===== config.mk =====
export PLATFORM = sky130hd
export DESIGN_NAME = flash_prog_poller
export DESIGN_NICKNAME = d
export VERILOG_FILES = /design/src/rtl/flash_prog_poller.sv
export SDC_FILE = /design/constraint.sdc
export NUM_CORES = 1
export LEC_CHECK = 0
export ABC_AREA = 1
export BUFFER_PORTS_ARGS = -buffer_cell sky130_fd_sc_hd__buf_4
export CAP_MARGIN = 20
export CELL_PAD_IN_SITES_DETAIL_PLACEMENT = 1
export CELL_PAD_IN_SITES_GLOBAL_PLACEMENT = 1
export CORE_AREA = 5 5 146 78
export CTS_CLUSTER_DIAMETER = 40
export DETAILED_ROUTE_END_ITERATION = 10
export DIE_AREA = 0 0 151 83
export GPL_ROUTABILITY_DRIVEN = 0
export PLACE_DENSITY = 0.9
export SETUP_SLACK_MARGIN = 0.4
export SLEW_MARGIN = 20
export SYNTH_ARGS = -nofsm -noshare
export SYNTH_HDL_FRONTEND = slang
export SYNTH_SLANG_ARGS = --single-unit

===== constraint.sdc =====
create_clock -name clk -period 2 [get_ports clk]
set_input_delay 0.5 -clock clk [delete_from_list [all_inputs] [get_ports clk]]
set_output_delay 0.5 -clock clk [all_outputs]
set_load 0.01 [all_outputs]

===== src/rtl/flash_prog_poller.sv =====
module flash_prog_poller #(
  parameter int AW = 19,
  parameter int DW = 16,
  parameter int TBIT = 6,
  parameter int T_SU = 1,
  parameter int T_WP = 2,
  parameter int T_HD = 1,
  parameter int T_RD = 2,
  parameter int TIMEOUT = 1000,
  parameter logic [AW-1:0] UNLK_A1 = AW'(12'h555),
  parameter logic [AW-1:0] UNLK_A2 = AW'(12'h2AA),
  parameter logic [DW-1:0] UNLK_D1 = DW'(8'hAA),
  parameter logic [DW-1:0] UNLK_D2 = DW'(8'h55),
  parameter logic [DW-1:0] PRG_CMD = DW'(8'hA0)
) (
  input  logic          clk,
  input  logic          rst_n,
  input  logic          req_valid,
  input  logic [AW-1:0] req_addr,
  input  logic [DW-1:0] req_data,
  output logic          idle,
  output logic          done,
  output logic          err,
  output logic          tmo,
  output logic          ce_n,
  output logic          we_n,
  output logic          oe_n,
  output logic [AW-1:0] fa,
  output logic [DW-1:0] dq_out,
  output logic          dq_oe,
  input  logic [DW-1:0] dq_in
);
  localparam int TMAX = (T_SU > T_WP ? (T_SU > T_HD ? T_SU : T_HD) : (T_WP > T_HD ? T_WP : T_HD)) > T_RD ?
                        (T_SU > T_WP ? (T_SU > T_HD ? T_SU : T_HD) : (T_WP > T_HD ? T_WP : T_HD)) : T_RD;
  localparam int PCW = $clog2(TMAX + 1) + 1;
  localparam int TW = $clog2(TIMEOUT + 1) + 1;

  typedef enum logic [1:0] {S_IDLE, S_WRITE, S_POLL, S_VERIFY} st_t;
  st_t st;
  logic [1:0] ph, widx, vcnt;
  logic [PCW-1:0] pc, plen;
  logic [TW-1:0] tcnt;
  logic [AW-1:0] a_q, wr_addr;
  logic [DW-1:0] d_q;
  logic prev6, have_prev, settled, vok, conf;
  logic last, is_read;

  assign idle    = (st == S_IDLE);
  assign is_read = (st == S_POLL) || (st == S_VERIFY);
  assign ce_n    = idle;
  assign we_n    = !((st == S_WRITE) && (ph == 2'd1));
  assign oe_n    = !(is_read && (ph == 2'd0));
  assign dq_oe   = (st == S_WRITE);
  assign wr_addr = (widx == 2'd3) ? a_q : (widx == 2'd1) ? UNLK_A2 : UNLK_A1;
  assign fa      = (st == S_WRITE) ? wr_addr : a_q;
  assign dq_out  = (widx == 2'd0) ? UNLK_D1 : (widx == 2'd1) ? UNLK_D2 :
                   (widx == 2'd2) ? PRG_CMD : d_q;

  always_comb begin
    if (st == S_WRITE)
      plen = (ph == 2'd0) ? PCW'(T_SU - 1) : (ph == 2'd1) ? PCW'(T_WP - 1) : PCW'(T_HD - 1);
    else if (is_read)
      plen = (ph == 2'd0) ? PCW'(T_RD - 1) : '0;
    else
      plen = '0;
  end
  assign last = (pc == plen);

  always_ff @(posedge clk or negedge rst_n) begin
    if (!rst_n) begin
      st <= S_IDLE; ph <= '0; pc <= '0; widx <= '0; vcnt <= '0; tcnt <= '0;
      a_q <= '0; d_q <= '0; prev6 <= 1'b0; have_prev <= 1'b0; settled <= 1'b0;
      vok <= 1'b0; conf <= 1'b0; done <= 1'b0; err <= 1'b0; tmo <= 1'b0;
    end else begin
      done <= 1'b0;
      if (st == S_IDLE) begin
        if (req_valid) begin
          st <= S_WRITE; ph <= '0; pc <= '0; widx <= '0;
          a_q <= req_addr; d_q <= req_data; err <= 1'b0; tmo <= 1'b0;
        end
      end else if (st == S_POLL && tcnt == TW'(TIMEOUT - 1)) begin
        st <= S_IDLE; done <= 1'b1; tmo <= 1'b1;
      end else begin
        if (st == S_POLL) tcnt <= tcnt + 1'b1;
        if (!last) pc <= pc + 1'b1;
        else begin
          pc <= '0;
          unique case (st)
            S_WRITE: begin
              if (ph != 2'd2) ph <= ph + 1'b1;
              else begin
                ph <= '0;
                if (widx == 2'd3) begin
                  st <= S_POLL; have_prev <= 1'b0; settled <= 1'b0; tcnt <= '0;
                end else widx <= widx + 1'b1;
              end
            end
            S_POLL: begin
              if (ph == 2'd0) begin
                ph <= 2'd1;
                settled <= have_prev && (dq_in[TBIT] == prev6);
                prev6 <= dq_in[TBIT];
                have_prev <= 1'b1;
              end else begin
                ph <= '0;
                if (settled) begin
                  st <= S_VERIFY; conf <= 1'b0; vcnt <= '0;
                end
              end
            end
            S_VERIFY: begin
              if (ph == 2'd0) begin
                ph <= 2'd1;
                vok <= (dq_in == d_q);
              end else begin
                ph <= '0;
                if (!conf) begin
                  if (vok) begin st <= S_IDLE; done <= 1'b1; end
                  else conf <= 1'b1;
                end else if (!vok) begin
                  st <= S_IDLE; done <= 1'b1; err <= 1'b1;
                end else if (vcnt == 2'd1) begin
                  st <= S_IDLE; done <= 1'b1;
                end else vcnt <= vcnt + 1'b1;
              end
            end
            default: st <= S_IDLE;
          endcase
        end
      end
    end
  end

  assert_addr_before_strobe_R3: assert property (@(posedge clk) disable iff (!rst_n)
    $fell(we_n) |-> $stable(fa) && !ce_n);
  assert_data_held_at_rise_R3: assert property (@(posedge clk) disable iff (!rst_n)
    $rose(we_n) |-> dq_oe && $stable(dq_out) && $stable(fa));
  assert_no_read_during_write_R3: assert property (@(posedge clk) disable iff (!rst_n)
    !(!we_n && !oe_n));
  assert_done_single_cycle_R9: assert property (@(posedge clk) disable iff (!rst_n)
    done |=> !done);
  assert_timeout_excludes_error_R8: assert property (@(posedge clk) disable iff (!rst_n)
    $rose(tmo) |-> done && !err);
  assert_read_not_driving_R4: assert property (@(posedge clk) disable iff (!rst_n)
    !oe_n |-> !dq_oe);
endmodule


==> out/qor.log <==
[logic_synthesis] library cells used by synthesis 37
[route] number of vias after detailed routing 4445
[logic_synthesis] number of storage elements in the synthesis netlist 65
[setup_path] crit path max fanout 5
[floorplanning] Std-Cell Core Area 9950 sq um
[sta] portion of the clock cycle consumed by the worst path in the final layout 113%
[logic_synthesis] post-synthesis instance area 3710 sq um
[setup_path] slack of the worst reg-to-reg path -0.26 ns
[sta] FMAX 0.441 GHz
[logic_synthesis] number of nets produced by synthesis 546
[global_route] Overflow after GRT 0
[clock_network] clock network latency to the later pin of the worst-skew pair 0.35 ns
[clock_network] CTS clk-pin slew, worst paths 0.06 ns
[setup_path] cell repeated most along the worst path buf_4
[final_layout] number of cells in the finished layout apart from fillers 796
[logic_synthesis] YS warnings 0
[route] Final Routed Wirelength 21.2 mm
[hold_path] worst min path class in2async
[sta] setup violators final 65
[logic_synthesis] Post-Syn Instances 480
[sta] Slew Viols, Final 0
[floorplanning] die width 151 um
[floorplanning] I/O pin count 97
[logic_synthesis] mean instance size in the synthesized netlist 7.73 sq um
[setup_path] Crit path buffers/inverters 5
[route] WL per Instance 26.6 um
[floorplanning] Chip Height 83 um
[setup_path] arrival time of data at the critical path endpoint 1.77 ns
[sta] final critical-path required period 2.27 ns
[global_route] number of global-route vias before repair 4178
[floorplanning] initial standard-cell utilization of the core 37.3%
[final_layout] area growth from synthesis to layout 82.6%
[route] First-pass DRT Iterations 5
[place] instance area at placement 4690 sq um
[place] Cell Count Post-Placement 716
[sta] endpoints failing hold 0
[global_route] largest net degree at the start of global routing 51
[floorplanning] DIE AREA 12500 sq um
[final_layout] final design instance area without fill 6780 sq um
[clock_network] Inserted Clock Buffers 9
[power] Cell Pwr Density 1710 nW/um^2
[place] number of I/O port buffers 96
[place] HPWL after DPL 9.45 mm
[sta] Least-Margin Pin Slew 0.726 ns
[clock_network] sinks on the clock net 65
[power] Static Leakage 3.25 nW
[clock_network] clk buf depth 2
[final_layout] Inserted Diodes 0
[setup_path] slowest CP cell dfrtp_1
[global_route] wire length of the first global-routing pass 22.1 mm
[flow_run] count of max-cap constraint violations 0
[route] drc violations 0
[route] DR vias/cell 5.58
[setup_path] Largest delay share family, worst path buffers and inverters
[setup_path] worst endpoint required time 1.50 ns
[setup_path] class of the most critical setup path reg2out
[setup_path] launching element type of the critical path register
[final_layout] fraction of final layout cells sized beyond drive strength 1 56.6%
[logic_synthesis] share of the yosys chip area belonging to registers 43.8%
[outcome] result of the run complete, but fails checks
[power] Worst IR Drop VDD 0.000842 V
[setup_path] CP Capture Type output pin
[global_route] initial antenna violation count 0
[sta] setup repair after global routing missed its margin yes
[global_route] overall routing resource usage 22.5%
[clock_network] TritonCTS clock tree yes
[clock_network] total number of H-tree levels 3
[setup_path] longest individual stage delay on the worst path 0.40 ns
[outcome] failing checks setup timing
[sta] final worst-path setup slack -0.265 ns
[route] count of nets left with antenna violations after detail routing 0
[final_layout] number of nets in the layout 718
[route] DRC marker count from the first detailed-route iteration 317
[floorplanning] Site Rows 26
[setup_path] CP cell instances inv_2, ha_4, inv_4, nor2_4, buf_4, buf_4, nor2_1, buf_4
[sta] final setup skew 0.00726 ns
[sta] Total Negative Setup Slacks -10.20 ns
[clock_network] library cell used as clock root buffer clkbuf_16
[sta] Max-Slew Margin vs Limit 51.1%
[state kept, by name (all words and copies together), names as in the netlist]
register   count
a_q           19
d_q           16
tcnt          11
pc             3
ph             2
st             2
vcnt           2
widx           2
conf           1
done           1
err            1
have_prev      1
prev6          1
settled        1
tmo            1
vok            1
[through the flow]
stage	power [mW]	hold slack, ns	util [%]	worst slack, ns
6_report	11.6	0.0128	68.1	-0.265
5_1_grt	12.0	0.0242	68.1	-0.283
4_1_cts	8.87	0.0150	56.0	-0.136
3_5_place_dp	6.24	0.370	47.2	-0.148
3_3_place_gp	6.01	0.368	47.2	-0.0314
2_1_floorplan	4.59	0.204	-	0.272
[kinds of logic (layout without fill, tap and decap cells)]
logic type / count (synthesis) / after routing / share of synthesized area [%]
AOI/OAI and AO/OA: 56 / 56 / 7.99
xor gates and xnor gates: 22 / 22 / 5.19
DFF: 65 / 65 / 43.8
buffers and inverters: 68 / 243 / 7.15
adders and majority gates: 12 / 12 / 4.05
and+or+nand+nor: 257 / 258 / 31.8
[path summary, 6_finish.rpt]
kind | start | end | depth (start not counted)
max reg2reg | st[0] | prev6 | 14
min in group clk | req_addr[3] | a_q[3] | 3
max | st[1] | fa[15] | 8
min | rst_n | vcnt[1] | 1
max in group asynchronous | rst_n | a_q[14] | 2
min reg2reg | a_q[3] | a_q[3] | 2
[cell usage after synthesis]
| master | count | area, sq um |
|---|---|---|
| nand2_8 | 1 | 20.0 |
| nor3_2 | 1 | 10.0 |
| nand2_2 | 4 | 25.0 |
| a31oi_1 | 2 | 12.5 |
| nor3b_2 | 1 | 12.5 |
| ha_1 | 12 | 150 |
| or2_2 | 3 | 18.8 |
| nand3b_1 | 1 | 7.51 |
| nand3_1 | 18 | 90.1 |
| nor3_1 | 6 | 30.0 |
| dfrtp_1 | 65 | 1630 |
| xor2_1 | 5 | 43.8 |
| nor2_2 | 2 | 12.5 |
| nand2_1 | 149 | 559 |
| o41ai_1 | 1 | 8.76 |
| o21ai_1 | 7 | 35.0 |
| nor2_4 | 2 | 22.5 |
| o21bai_1 | 1 | 7.51 |
| nor3_4 | 1 | 16.3 |
| inv_2 | 3 | 11.3 |
| xnor2_1 | 17 | 149 |
| o21ai_0 | 32 | 160 |
| nor2_8 | 1 | 20.0 |
| inv_4 | 1 | 6.26 |
| inv_1 | 52 | 195 |
| a21oi_1 | 11 | 55.1 |
| nand3_4 | 1 | 17.5 |
| clkbuf_1 | 8 | 30.0 |
| nand4_4 | 1 | 21.3 |
| nand3_2 | 2 | 20.0 |
| nand4_1 | 7 | 43.8 |
| buf_4 | 1 | 7.51 |
| a22o_1 | 1 | 8.76 |
| buf_2 | 3 | 15.0 |
| o2111ai_1 | 1 | 8.76 |
| nor2_1 | 53 | 199 |
| nand2_4 | 3 | 33.8 |
[cell type report]
cell class	instances	area, sq um
sequential	65	1630
fill	1090	3180
tap	140	175
timing repair buffer	172	1710
multi-input combinational	348	2720
inverter	56	279
clock inverter	3	17.5
clock buffer	12	246
[worst reg2reg max path, stage by stage (launching register included)]
cell,delay [ns]
dfrtp_2,0.45
buf_6,0.14
buf_6,0.11
ha_4,0.17
inv_4,0.07
nand2_4,0.08
nand2_4,0.10
nand2_2,0.07
nand3_2,0.08
nand3_4,0.16
buf_12,0.19
buf_6,0.12
nor3_4,0.22
nand2_1,0.12
o21ai_1,0.11
[report_power, final]
part / internal, mW / leakage (nW) / switching [mW]
Sequential: 1.84 / 0.819 / 0.577
Clock: 0.863 / 0.128 / 0.630
Combinational: 3.39 / 2.30 / 4.31
[cells in the final DEF (no fill, tap or decap), types with 4 or more instances in the layout]
| master | Yosys | final |
|---|---|---|
| nand3_1 | 18 | 10 |
| nand4_1 | 7 | 7 |
| nand2_2 | 4 | 46 |
| clkbuf_16 | 0 | 13 |
| a21oi_2 | 0 | 7 |
| dfrtp_2 | 0 | 6 |
| inv_4 | 1 | 7 |
| nand2_4 | 3 | 27 |
| buf_4 | 1 | 110 |
| ha_4 | 0 | 8 |
| nand2_1 | 149 | 81 |
| nand2_8 | 1 | 4 |
| inv_1 | 52 | 41 |
| nor2_1 | 53 | 33 |
| nand3_4 | 1 | 4 |
| o21ai_2 | 0 | 16 |
| o21ai_0 | 32 | 5 |
| dfrtp_1 | 65 | 59 |
| nor2_4 | 2 | 22 |
| o21ai_1 | 7 | 18 |
| buf_6 | 0 | 43 |
| buf_12 | 0 | 12 |
| xnor2_1 | 17 | 17 |
| nor3_4 | 1 | 7 |
| nand3_2 | 2 | 7 |
[per-layer routing]
metal  vias up  GRT usage, %  share of wire [%]
met5         -             0                  0
met4         0          5.76                3.9
met3        70          5.28                6.6
met2       234          36.9                 48
met1      2282          30.0                 41
li1       1859             -                  -
[repair_timing]
action | in CTS | in global routing
pin swaps | 20 | 40
hold buffers | 0 | 0
cloned | 2 | 7
endpoints found under the setup margin | 101 | 102
resized for setup | 129 | 196
buffers inserted | 22 | 34
Note: power is estimated with default switching activity, not from simulation.
